## src/rtl/i2c_cfg_pkg.sv

```systemverilog
package i2c_cfg_pkg;

   typedef enum logic [2:0] {
      ST_IDLE,
      ST_ADDR,
      ST_AACK,
      ST_WR,
      ST_WACK,
      ST_RD,
      ST_RACK
   } bus_st_t;

   // Power-up value of each writable register index.
   function automatic logic [7:0] reg_default(input int idx);
      case (idx)
         1:       return 8'h02;
         6, 7, 8: return 8'h40;
         default: return 8'h00;
      endcase
   endfunction

endpackage

```

## src/rtl/i2c_line_filter.sv

```systemverilog
module i2c_line_filter #(
   parameter int SYNC_STAGES = 2,
   parameter int FILT_LEN    = 3
) (
   input  logic clk,
   input  logic rst_n,
   input  logic raw,
   output logic clean
);

   logic [SYNC_STAGES-1:0] sync_q;
   logic [FILT_LEN-1:0]    win_q;
   logic                   sync_o;

   generate
      if (SYNC_STAGES < 2) begin : g_bad_sync
         $error("SYNC_STAGES must be at least 2");
      end
      if (FILT_LEN < 3) begin : g_bad_filt
         $error("FILT_LEN must be at least 3");
      end
   endgenerate

   assign sync_o = sync_q[SYNC_STAGES-1];

   always_ff @(posedge clk or negedge rst_n) begin
      if (!rst_n) begin
         sync_q <= '1;
         win_q  <= '1;
         clean  <= 1'b1;
      end else begin
         sync_q <= {sync_q[SYNC_STAGES-2:0], raw};
         win_q  <= {win_q[FILT_LEN-2:0], sync_o};
         if (&win_q)
            clean <= 1'b1;
         else if (~|win_q)
            clean <= 1'b0;
      end
   end

   // a new level is accepted only once the synchronized line carried it
   assert_glitch_hold_R9: assert property (@(posedge clk) disable iff (!rst_n)
      !$stable(clean) |-> ($past(sync_o, 2) == clean));

endmodule

```

## src/rtl/i2c_bus_engine.sv

```systemverilog
module i2c_bus_engine
   import i2c_cfg_pkg::*;
#(
   parameter logic [4:0] ADDR_PREFIX = 5'b10001
) (
   input  logic       clk,
   input  logic       rst_n,
   input  logic       scl,
   input  logic       sda,
   input  logic [1:0] strap,
   input  logic [7:0] rd_data,
   output logic       sda_oe,
   output logic       wr_stb,
   output logic [7:0] wr_addr,
   output logic [7:0] wr_data,
   output logic [7:0] ptr
);

   localparam int BITS = 8;

   bus_st_t    state;
   logic       s_q, d_q;
   logic [3:0] cnt;
   logic [7:0] rx, tx;
   logic       rw, ptr_phase, nack;
   logic       s_rise, s_fall, start_c, stop_c;

   assign s_rise  = scl & ~s_q;
   assign s_fall  = ~scl & s_q;
   assign start_c = scl & s_q & d_q & ~sda;
   assign stop_c  = scl & s_q & ~d_q & sda;

   always_ff @(posedge clk or negedge rst_n) begin
      if (!rst_n) begin
         state     <= ST_IDLE;
         s_q       <= 1'b1;
         d_q       <= 1'b1;
         cnt       <= '0;
         rx        <= '0;
         tx        <= '0;
         rw        <= 1'b0;
         ptr_phase <= 1'b0;
         nack      <= 1'b0;
         sda_oe    <= 1'b0;
         wr_stb    <= 1'b0;
         wr_addr   <= '0;
         wr_data   <= '0;
         ptr       <= '0;
      end else begin
         s_q    <= scl;
         d_q    <= sda;
         wr_stb <= 1'b0;
         if (start_c) begin
            state  <= ST_ADDR;
            cnt    <= '0;
            sda_oe <= 1'b0;
         end else if (stop_c) begin
            state  <= ST_IDLE;
            sda_oe <= 1'b0;
         end else begin
            case (state)
               ST_ADDR, ST_WR: begin
                  if (s_rise && cnt < 4'(BITS)) begin
                     rx  <= {rx[6:0], sda};
                     cnt <= cnt + 4'd1;
                  end else if (s_fall && cnt == 4'(BITS)) begin
                     if (state == ST_ADDR) begin
                        if (rx[7:1] == {ADDR_PREFIX, strap}) begin
                           sda_oe    <= 1'b1;
                           rw        <= rx[0];
                           ptr_phase <= ~rx[0];
                           state     <= ST_AACK;
                        end else begin
                           state <= ST_IDLE;
                        end
                     end else begin
                        sda_oe <= 1'b1;
                        state  <= ST_WACK;
                        if (ptr_phase) begin
                           ptr       <= rx;
                           ptr_phase <= 1'b0;
                        end else begin
                           wr_stb  <= 1'b1;
                           wr_addr <= ptr;
                           wr_data <= rx;
                           ptr     <= ptr + 8'd1;
                        end
                     end
                  end
               end
               ST_AACK: begin
                  if (s_fall) begin
                     cnt <= '0;
                     if (rw) begin
                        tx     <= rd_data;
                        sda_oe <= ~rd_data[7];
                        ptr    <= ptr + 8'd1;
                        state  <= ST_RD;
                     end else begin
                        sda_oe <= 1'b0;
                        state  <= ST_WR;
                     end
                  end
               end
               ST_WACK: begin
                  if (s_fall) begin
                     sda_oe <= 1'b0;
                     cnt    <= '0;
                     state  <= ST_WR;
                  end
               end
               ST_RD: begin
                  if (s_rise) begin
                     cnt <= cnt + 4'd1;
                  end else if (s_fall) begin
                     if (cnt == 4'(BITS)) begin
                        sda_oe <= 1'b0;
                        state  <= ST_RACK;
                     end else begin
                        tx     <= {tx[6:0], 1'b0};
                        sda_oe <= ~tx[6];
                     end
                  end
               end
               ST_RACK: begin
                  if (s_rise) begin
                     nack <= sda;
                  end else if (s_fall) begin
                     if (nack) begin
                        state <= ST_IDLE;
                     end else begin
                        cnt    <= '0;
                        tx     <= rd_data;
                        sda_oe <= ~rd_data[7];
                        ptr    <= ptr + 8'd1;
                        state  <= ST_RD;
                     end
                  end
               end
               default: ;
            endcase
         end
      end
   end

   // every stored byte leaves the pointer one past the index it went to
   assert_ptr_step_R3: assert property (@(posedge clk) disable iff (!rst_n)
      wr_stb |-> (ptr == wr_addr + 8'd1));

   // an idle target never holds the data line
   assert_idle_quiet_R2: assert property (@(posedge clk) disable iff (!rst_n)
      (state == ST_IDLE) |-> !sda_oe);

   // a STOP on the bus releases the data line
   assert_stop_release_R10: assert property (@(posedge clk) disable iff (!rst_n)
      stop_c |=> !sda_oe);

   // the data line only moves while the clock is low
   assert_change_low_R10: assert property (@(posedge clk) disable iff (!rst_n)
      !$stable(sda_oe) |-> !$past(scl) || $past(start_c) || $past(stop_c));

endmodule

```

## src/rtl/i2c_reg_bank.sv

```systemverilog
module i2c_reg_bank
   import i2c_cfg_pkg::*;
#(
   parameter int         NREG_RW = 12,
   parameter int         CAL_REG = 12,
   parameter logic [3:0] DEV_ID  = 4'h1,
   parameter logic [3:0] DEV_REV = 4'h0
) (
   input  logic                   clk,
   input  logic                   rst_n,
   input  logic                   wr_stb,
   input  logic [7:0]             wr_addr,
   input  logic [7:0]             wr_data,
   input  logic                   cal_done,
   input  logic [7:0]             rd_addr,
   output logic [7:0]             rd_data,
   output logic [NREG_RW*8-1:0]   bank,
   output logic                   cal_busy
);

   localparam int BANK_W = NREG_RW * 8;

   generate
      if (NREG_RW < 1 || NREG_RW > 255) begin : g_bad_n
         $error("NREG_RW out of range");
      end
      if (CAL_REG < 1 || CAL_REG > NREG_RW) begin : g_bad_cal
         $error("CAL_REG must be a writable index");
      end
      for (genvar k = 1; k <= NREG_RW; k++) begin : g_reg
         localparam logic [7:0] RST_V = reg_default(k);
         logic [7:0] q;
         if (k == CAL_REG) begin : g_cal
            always_ff @(posedge clk or negedge rst_n) begin
               if (!rst_n)
                  q <= RST_V;
               else if (wr_stb && wr_addr == 8'(k))
                  q <= wr_data;
               else if (cal_done)
                  q[0] <= 1'b0;
            end
         end else begin : g_plain
            always_ff @(posedge clk or negedge rst_n) begin
               if (!rst_n)
                  q <= RST_V;
               else if (wr_stb && wr_addr == 8'(k))
                  q <= wr_data;
            end
         end
         assign bank[k*8-1 -: 8] = q;
      end
   endgenerate

   assign cal_busy = bank[CAL_REG*8-8];

   always_comb begin
      rd_data = 8'h00;
      if (rd_addr == 8'h00)
         rd_data = {DEV_ID, DEV_REV};
      for (int k = 1; k <= NREG_RW; k++)
         if (rd_addr == 8'(k))
            rd_data = bank[k*8-1 -: 8];
   end

   // writes outside the writable range leave every register alone
   assert_hole_keep_R7: assert property (@(posedge clk) disable iff (!rst_n)
      (wr_stb && (wr_addr == 8'h00 || wr_addr > 8'(NREG_RW)) && !cal_done)
      |=> $stable(bank));

   // a done pulse clears the command bit unless a bus write lands there
   assert_cal_clear_R8: assert property (@(posedge clk) disable iff (!rst_n)
      (cal_done && !(wr_stb && wr_addr == 8'(CAL_REG))) |=> !cal_busy);

   localparam int UNUSED_W = BANK_W;

endmodule

```

## src/rtl/i2c_cfg_target.sv

```systemverilog
module i2c_cfg_target #(
   parameter logic [4:0] ADDR_PREFIX = 5'b10001,
   parameter logic [3:0] DEV_ID      = 4'h1,
   parameter logic [3:0] DEV_REV     = 4'h0,
   parameter int         NREG_RW     = 12,
   parameter int         CAL_REG     = 12,
   parameter int         SYNC_STAGES = 2,
   parameter int         FILT_LEN    = 3
) (
   input  logic                 clk,
   input  logic                 rst_n,
   input  logic                 scl_i,
   input  logic                 sda_i,
   input  logic [1:0]           strap,
   input  logic                 cal_done,
   output logic                 sda_pull,
   output logic [NREG_RW*8-1:0] cfg_bank,
   output logic                 cal_busy
);

   logic       scl_f, sda_f;
   logic       wr_stb;
   logic [7:0] wr_addr, wr_data, ptr, rd_data;

   i2c_line_filter #(.SYNC_STAGES(SYNC_STAGES), .FILT_LEN(FILT_LEN)) u_scl_filt (
      .clk   (clk),
      .rst_n (rst_n),
      .raw   (scl_i),
      .clean (scl_f)
   );

   i2c_line_filter #(.SYNC_STAGES(SYNC_STAGES), .FILT_LEN(FILT_LEN)) u_sda_filt (
      .clk   (clk),
      .rst_n (rst_n),
      .raw   (sda_i),
      .clean (sda_f)
   );

   i2c_bus_engine #(.ADDR_PREFIX(ADDR_PREFIX)) u_engine (
      .clk     (clk),
      .rst_n   (rst_n),
      .scl     (scl_f),
      .sda     (sda_f),
      .strap   (strap),
      .rd_data (rd_data),
      .sda_oe  (sda_pull),
      .wr_stb  (wr_stb),
      .wr_addr (wr_addr),
      .wr_data (wr_data),
      .ptr     (ptr)
   );

   i2c_reg_bank #(
      .NREG_RW (NREG_RW),
      .CAL_REG (CAL_REG),
      .DEV_ID  (DEV_ID),
      .DEV_REV (DEV_REV)
   ) u_bank (
      .clk      (clk),
      .rst_n    (rst_n),
      .wr_stb   (wr_stb),
      .wr_addr  (wr_addr),
      .wr_data  (wr_data),
      .cal_done (cal_done),
      .rd_addr  (ptr),
      .rd_data  (rd_data),
      .bank     (cfg_bank),
      .cal_busy (cal_busy)
   );

endmodule

```

## config.mk

```make
export PLATFORM = sky130hd
export DESIGN_NAME = i2c_cfg_target
export DESIGN_NICKNAME = d
export VERILOG_FILES = /design/src/rtl/i2c_cfg_pkg.sv /design/src/rtl/i2c_line_filter.sv /design/src/rtl/i2c_bus_engine.sv /design/src/rtl/i2c_reg_bank.sv /design/src/rtl/i2c_cfg_target.sv
export SDC_FILE = /design/constraint.sdc
export NUM_CORES = 1
export LEC_CHECK = 0
export ABC_AREA = 1
export BUFFER_PORTS_ARGS = -buffer_cell sky130_fd_sc_hd__clkbuf_2
export CORE_MARGIN = 10
export CORE_UTILIZATION = 30
export CTS_BUF_LIST = sky130_fd_sc_hd__clkbuf_4 sky130_fd_sc_hd__clkbuf_8
export CTS_CLUSTER_DIAMETER = 30
export DETAILED_ROUTE_END_ITERATION = 10
export GPL_TIMING_DRIVEN = 1
export PLACE_DENSITY = 0.58
export SKIP_LAST_GASP = 1
export SLEW_MARGIN = 0
export SYNTH_ARGS = -nofsm -noshare
export SYNTH_HDL_FRONTEND = slang
export SYNTH_HIERARCHICAL = 1
export SYNTH_SLANG_ARGS = --single-unit
```

## constraint.sdc

```tcl
create_clock -name clk -period 2.2 [get_ports clk]
set_input_delay 0.33 -clock clk [delete_from_list [all_inputs] [get_ports clk]]
set_output_delay 0.33 -clock clk [all_outputs]
set_load 0.02 [all_outputs]
```

==> impl_metrics.py, run 1 <==
metrics = {
    "synth": {
        "synth_compound_area_share_pct": 11.1,
        "synthTopCellsByArea": "dfrtp_1 (46%), nand2_1 (15%), o21ai_0 (6.5%)",
        "yosys.area.top_type_share_pct": 45.7,
        "synth-edff-count": 0,
        "synth_area_um2": 7830,
        "synth_mux_area_share_pct": 0.767,
        "yosysWarnings": 6,
        "ys_types": 39,
        "yosys.cell_count.top_type": "nand2_1",
        "yosys.area.top_type": "dfrtp_1",
        "synth_xor_area_share_pct": 0.224,
        "synth_seq_cells": 161,
        "netlist_top_cells_count": "nand2_1 (305), dfrtp_1 (143), o21ai_0 (102), inv_1 (87), nand3_1 (61)",
        "synth-adder-area-share_pct": 0.479,
        "synth-async-reset-ratio_pct": 100,
        "synth-simple-area-share_pct": 28.3,
        "syn_nets": 972,
        "synth_top_family_by_area": "simple AND/OR/NAND/NOR gates",
        "avgSynthCellArea_um2": 8.14,
        "synthCells": 962,
        "synth-main-ff-cell": "dfrtp_1",
        "synth-seq-area-share_pct": 51.7,
    },
    "global_route": {
        "grt_pass1_vias": 6658,
        "grt_max_degree": 64,
        "grtUsageTotal_pct": 14.3,
        "grt_overflow": 0,
        "grt_pass1_wl_um": 38000,
        "antenna_found_initial": 2,
    },
    "worst_setup_path": {
        "critPathKind": "flip-flop to flip-flop",
        "start_kind": "flip-flop",
        "crit_path_end_kind": "flip-flop",
        "cp_data_required_time_ps": 2620,
        "crit_fanout": 8,
        "crit_arrival_ps": 2490,
    },
    "sta": {
        "max-slew-margin-rel_pct": 51.8,
        "finalSetupTns_ps": 0,
        "fin_crit_ps": 2070,
        "finalHoldViolations": 0,
        "postLayoutSetupSlackWorst_ps": 128,
        "skew_ps": 28.2,
        "rsz0062_at_grt": "true",
        "max_freq_mhz": 483,
        "fin_crit_sh_pct": 94.2,
        "worstMarginPinSlew_ps": 722,
        "setup_viol": 0,
        "report.final.slew_viol_count": 0,
    },
    "routing": {
        "avgRoutedWirePerCell_um": 16.5,
        "firstDrtPassIters": 6,
        "ant_nets": 0,
        "drtIter0Drc": 716,
        "drc": 0,
        "viasPerCell": 4.81,
        "finalWirelength_um": 23600,
        "vias": 6855,
    },
    "placement": {
        "hpwl_um": 17300,
        "place_congestion": 0.870,
        "place_ws_ps": 45.2,
        "port_buffers": 104,
    },
    "floorplan": {
        "start_util_pct": 30.3,
        "die_w_um": 182,
        "die_y_um": 182,
        "design.die.area_um2": 33000,
        "rows": 59,
        "core_um2": 25800,
        "io_pins": 105,
    },
    "cts": {
        "cts-root-buf": "clkbuf_8",
        "cts_tree": "built",
        "clock_latency_ps": 480,
        "clock_path_buffers": 2,
        "htree_levels": 4,
        "cts_buffers": 17,
        "clk_pin_slew_ps": 100,
        "cts_sinks": 161,
    },
    "cells_and_area": {
        "n_antenna_cell": 0,
        "postLayoutCoreUtil_pct": 35.8,
        "fillCellCount": 2712,
        "area_growth_pct": 18.1,
        "drive_above_1_share_pct": 22.2,
        "fin_nets": 1086,
    },
    "power_and_ir_drop": {
        "p_leak_nw": 4.44,
        "max-vdd-ir-drop_mv": 0.381,
        "p_per_area_nw_per_um2": 857,
    },
    "job": {
        "maxCapViolCount": 0,
    },
    "worst_hold_path": {
        "hp-class": "input port to flip-flop",
    },
    "status": {
        "status": "finished, final reports clean",
    },
}
[metal layers]
metal,track usage (%),share of wire (%),vias to the layer above
li1,-,-,3332
met1,18.3,44,3264
met2,23.2,47,218
met3,3.30,5.7,37
met4,4.95,2.5,4
met5,0,0.11,-
[metrics by stage]
step / total power, mW / instance area, µm² / cells / hold WS, ps
3_5_place_dp: 5.48 / 8720 / 1387 / 262
3_3_place_gp: 5.45 / 8720 / 1387 / 258
4_1_cts: 7.92 / 9190 / 1422 / 80.9
2_1_floorplan: 4.87 / 7830 / 962 / 34.4
6_report: 7.93 / 9250 / 1424 / 104
5_1_grt: 8.43 / 9250 / 1424 / 111
[state kept, by name, indices dropped and copies added (netlist names), 2 cells and up]
signal and cells:
u_scl_filt/win_q 3, u_engine/ptr 8, u_engine/tx 7, u_engine/cnt 4
u_engine/wr_addr 8, u_engine/state 3, u_bank/g.q 96, u_engine/rx 8
u_scl_filt/sync_q 2, u_sda_filt/win_q 3, u_engine/wr_data 8, u_sda_filt/sync_q 2
[worst paths after layout]
check                                                from                           endpoint  slack (ps)  cells past startpoint
max in group asynchronous                           rst_n   u_bank/g_reg[1].q[1]$_DFFE_PN1P_        1200                      3
setup reg to reg              u_engine/ptr[1]$_DFFE_PN0P_        u_engine/sda_oe$_DFFE_PN0P_         130                     16
setup / recovery              u_engine/ptr[1]$_DFFE_PN0P_        u_engine/sda_oe$_DFFE_PN0P_         130                     16
min in group asynchronous                           rst_n  u_bank/g_reg[11].q[2]$_DFFE_PN0P_         310                      2
hold / removal                                   cal_done  u_bank/g_reg[12].q[0]$_DFFE_PN0P_         100                      3
hold reg to reg            u_scl_filt/sync_q[0]$_DFF_PN1_     u_scl_filt/sync_q[1]$_DFF_PN1_         360                      0
[logic make-up (layout without fill, tap and decap cells)]
logic type	after synthesis	in the layout
simple gates	501	501
compound gates	163	163
flops	161	161
buf+inv	126	253
mux	6	6
fa+ha+maj	3	3
xor+xnor	2	2
[final cells by class]
type,count,area (µm²),area share (%)
sequential,161,4050,43.8
multi-input combinational,675,3240,35.0
timing repair buffer,129,748,8.09
tap,335,419,4.53
inverter,92,345,3.73
clock buffer,17,234,2.53
clock inverter,15,211,2.29
[power breakdown]
| part | switching [mW] | leakage (nW) | internal, mW |
|---|---|---|---|
| Clock | 1.35 | 0.221 | 1.09 |
| Sequential | 0.227 | 2.16 | 3.18 |
| Combinational | 1.41 | 2.05 | 0.682 |
[repair_timing]
item | CTS | global route
endpoints found under the setup margin | 0 | 9
gates resized for setup | 0 | 15
hold buffers | 3 | 0
buffers inserted | 0 | 1
hold endpoints to repair | 25 | 0
[worst max-delay path, stage by stage, from the launching register on]
cell and delay (ps):
dfrtp_1 430, inv_1 60, nand2_1 170, nor2_2 130
nand3_1 100, nand2_1 60, nor2_1 130, nand4_1 170
nor2_1 130, nand3_1 70, nand2_1 70, nand3_1 80
o21ai_0 160, nor2_1 60, nor2_1 80, nand3_1 80
nand2_1 60
[cell usage in the layout (no fill, tap or decap), drive strengths merged, types with 3 or more instances in the layout]
master,synthesis,layout
nand4,19,19
dfrtp,143,143
mux2i,6,6
clkbuf,10,120
ha,3,3
a21oi,9,9
nor3,15,15
nor2,67,67
buf,24,23
nand2,321,321
o21ai,149,149
nand3,62,62
dlygate4sd3,0,3
inv,92,99
clkinv,0,5
nand3b,3,3
dfstp,18,18
or2,10,10
(Power assumes the default switching activity.)
==> run 2: changes to the inputs <==
--- a/config.mk
+++ b/config.mk
@@ -14,6 +14,7 @@
 export DETAILED_ROUTE_END_ITERATION = 10
 export GPL_TIMING_DRIVEN = 1
 export PLACE_DENSITY = 0.58
+export REMOVE_ABC_BUFFERS = 1
 export SKIP_LAST_GASP = 1
 export SLEW_MARGIN = 0
 export SYNTH_ARGS = -nofsm -noshare
==> constraint.sdc (replaced) <==
create_clock -name clk -period 2.2 [get_ports clk]
set_input_delay 0.22 -clock clk [delete_from_list [all_inputs] [get_ports clk]]
set_output_delay 0.22 -clock clk [all_outputs]
set_load 0.02 [all_outputs]
==> run 2 against run 1 <==
  * Final cell count rose by 0.28%
  * Global-route usage fell by 0.37 points
  * First-iteration DRC count fell by 17%
  * Setup slack got worse by 3.3 ps
  * Die area did not move
  * Clock-buffer cell count rose by 2
  * Total power fell by 1.8%
  * Clock power fell by 7%
  * Critical path type unchanged
  * Largest cell class unchanged
  * Highest routed layer unchanged
==> impl_metrics.py, run 2 (synthesis gave the netlist of run 1 again) <==
metrics = {
    "status": {
        "status": "finished, final reports clean",
    },
    "cells_and_area": {
        "largest_register": "u_bank/g.q",
        "largest_reg_flops": 96,
        "fillCellCount": 2686,
        "layout_common_cells": "nand2_1 (301), dfrtp_1 (141), clkbuf_2 (103), o21ai_0 (101), inv_1 (87)",
        "n_antenna_cell": 0,
        "layout_commonest_cell": "nand2_1",
        "fin_nets": 1090,
        "drive_above_1_share_pct": 22.4,
        "multi_input_area_um2": 3240,
        "area_growth_pct": 18.2,
        "regArea_um2": 4050,
    },
    "sta": {
        "skew_ps": 14.4,
        "report.final.slew_viol_count": 0,
        "setup_viol": 0,
        "fin_crit_ps": 2080,
        "postLayoutSetupSlackWorst_ps": 124,
        "fin_crit_sh_pct": 94.3,
        "worstMarginPinSlew_ps": 680,
        "max-slew-margin-rel_pct": 54.6,
        "rsz0062_at_grt": "false",
        "finalHoldViolations": 0,
        "finalSetupTns_ps": 0,
        "max_freq_mhz": 482,
    },
    "worst_setup_path": {
        "crit_path_start": "u_engine/ptr[6]$_DFFE_PN0P_",
        "r2r_start": "u_engine/ptr[6]$_DFFE_PN0P_",
        "cp_data_required_time_ps": 2530,
        "critPathKind": "flip-flop to flip-flop",
        "crit_fanout": 12,
        "crit_path_end_kind": "flip-flop",
        "crit_arrival_ps": 2410,
        "start_kind": "flip-flop",
    },
    "cts": {
        "cts_tree": "built",
        "cts-root-buf": "clkbuf_8",
        "cts_sinks": 161,
        "clock_latency_ps": 450,
        "clock_path_buffers": 2,
        "cts_buffers": 17,
        "htree_levels": 4,
        "post-cts-setup-buffers": 0,
        "clk_pin_slew_ps": 90,
    },
    "floorplan": {
        "die_y_um": 182,
        "io_pins": 105,
        "start_util_pct": 30.3,
        "core_um2": 25800,
        "rows": 59,
        "die_w_um": 182,
        "design.die.area_um2": 33000,
    },
    "placement": {
        "port_buffers": 104,
        "hpwl_um": 17000,
        "place_congestion": 0.888,
        "place_ws_ps": 59.2,
    },
    "power_and_ir_drop": {
        "internal-power_mw": 4.99,
        "p_clk_share_pct": 29.1,
        "seqPwrFrac_pct": 43.7,
        "max-vdd-ir-drop_mv": 0.362,
        "power_frac_comb_pct": 27.2,
        "p_leak_nw": 4.45,
        "p_per_area_nw_per_um2": 841,
        "p_sw_mw": 2.80,
        "swShare_pct": 35.9,
    },
    "routing": {
        "avgRoutedWirePerCell_um": 16.3,
        "viasPerCell": 4.78,
        "drc": 0,
        "vias": 6832,
        "ant_nets": 0,
        "finalWirelength_um": 23200,
        "drtIter0Drc": 596,
        "firstDrtPassIters": 5,
    },
    "global_route": {
        "grt_overflow": 0,
        "grt_max_degree": 76,
        "grtUsageTotal_pct": 13.9,
        "grt_pass1_wl_um": 37000,
        "grt_pass1_vias": 6423,
        "antenna_found_initial": 1,
    },
    "worst_hold_path": {
        "hp-class": "input port to asynchronous set/reset pin",
    },
    "job": {
        "maxCapViolCount": 0,
    },
}
==> run 2: changes by cell type in the layout (fill, tap and decap cells not counted), moves of 2 or more <==
cell / before / now
dfrtp_1: 143 / 141
buf_4: 18 / 21
clkinv_4: 0 / 5
clkbuf_8: 17 / 19
clkinv_8: 4 / 0
dfrtp_2: 0 / 2
inv_8: 5 / 1
==> run 2: worst max-delay path: stages, from the launching register on <==
cell and delay (ps):
dfrtp_1 350, inv_1 50, nand2_1 100, nor2_4 60, buf_6 140, buf_4 150
nand3_1 60, nand2_1 80, nor2_1 150, nand4_1 130, nor2_1 140, nand3_1 100
nand2_1 110, nand3_1 90, mux2i_1 180, o21ai_2 80
==> run 2: per-layer routing <==
metal | vias to the layer above | share of wire (%) | global-route usage (%)
li1 | 3362 | - | -
met1 | 3264 | 45 | 18.3
met2 | 181 | 48 | 22.5
met3 | 23 | 5.3 | 3.12
met4 | 2 | 1.5 | 3.84
met5 | - | 0.056 | 0
==> run 2: cell type report <==
class / count / area share, %
inverters: 92 / 3.73
flip-flops and latches: 161 / 43.8
multi-input cells: 675 / 35.1
repair buffers: 133 / 8.44
clock buffers: 19 / 2.83
clock inverters: 13 / 1.62
well taps: 335 / 4.53
==> run 2: worst paths after layout <==
path                       slack (ps)                               end  cells past startpoint
min reg2reg                       360    u_scl_filt/sync_q[1]$_DFF_PN1_                      0
min in group clk                  340           u_engine/rw$_DFFE_PN0P_                      8
min                               240        u_engine/rx[0]$_DFFE_PN0P_                      2
max in group asynchronous        1200  u_bank/g_reg[7].q[6]$_DFFE_PN1P_                      3
max                               120        u_engine/tx[1]$_DFFE_PN0P_                     15
max reg2reg                       120        u_engine/tx[1]$_DFFE_PN0P_                     15
==> run 2: power by group through the flow <==
stage | clock [mW] | sequential (mW) | combinational [mW]
floorplan | 0 | 3.45 | 1.37
global placement | 0 | 3.44 | 2.00
detailed placement | 0 | 3.45 | 2.02
CTS | 2.33 | 3.40 | 2.04
global route | 2.47 | 3.44 | 2.38
finish | 2.27 | 3.40 | 2.12
==> run 2: timing repair <==
item / in CTS / in global routing
hold buffers: 4 / 0
setup endpoints to repair: 0 / 3
hold endpoints to repair: 38 / 0
resized for setup: 0 / 18
==> run 2: per-stage QoR <==
| step | instance area [µm²] | hold slack [ps] | instances | power [mW] | utilization [%] |
|---|---|---|---|---|---|
| 6_report | 9260 | 242 | 1428 | 7.79 | 35.8 |
| 5_1_grt | 9260 | 242 | 1428 | 8.29 | 35.8 |
| 4_1_cts | 9200 | 225 | 1427 | 7.76 | 35.6 |
| 3_5_place_dp | 8750 | 157 | 1391 | 5.47 | 33.9 |
| 3_3_place_gp | 8750 | 155 | 1391 | 5.44 | 33.9 |
| 2_1_floorplan | 7600 | -75.6 | 928 | 4.82 | - |
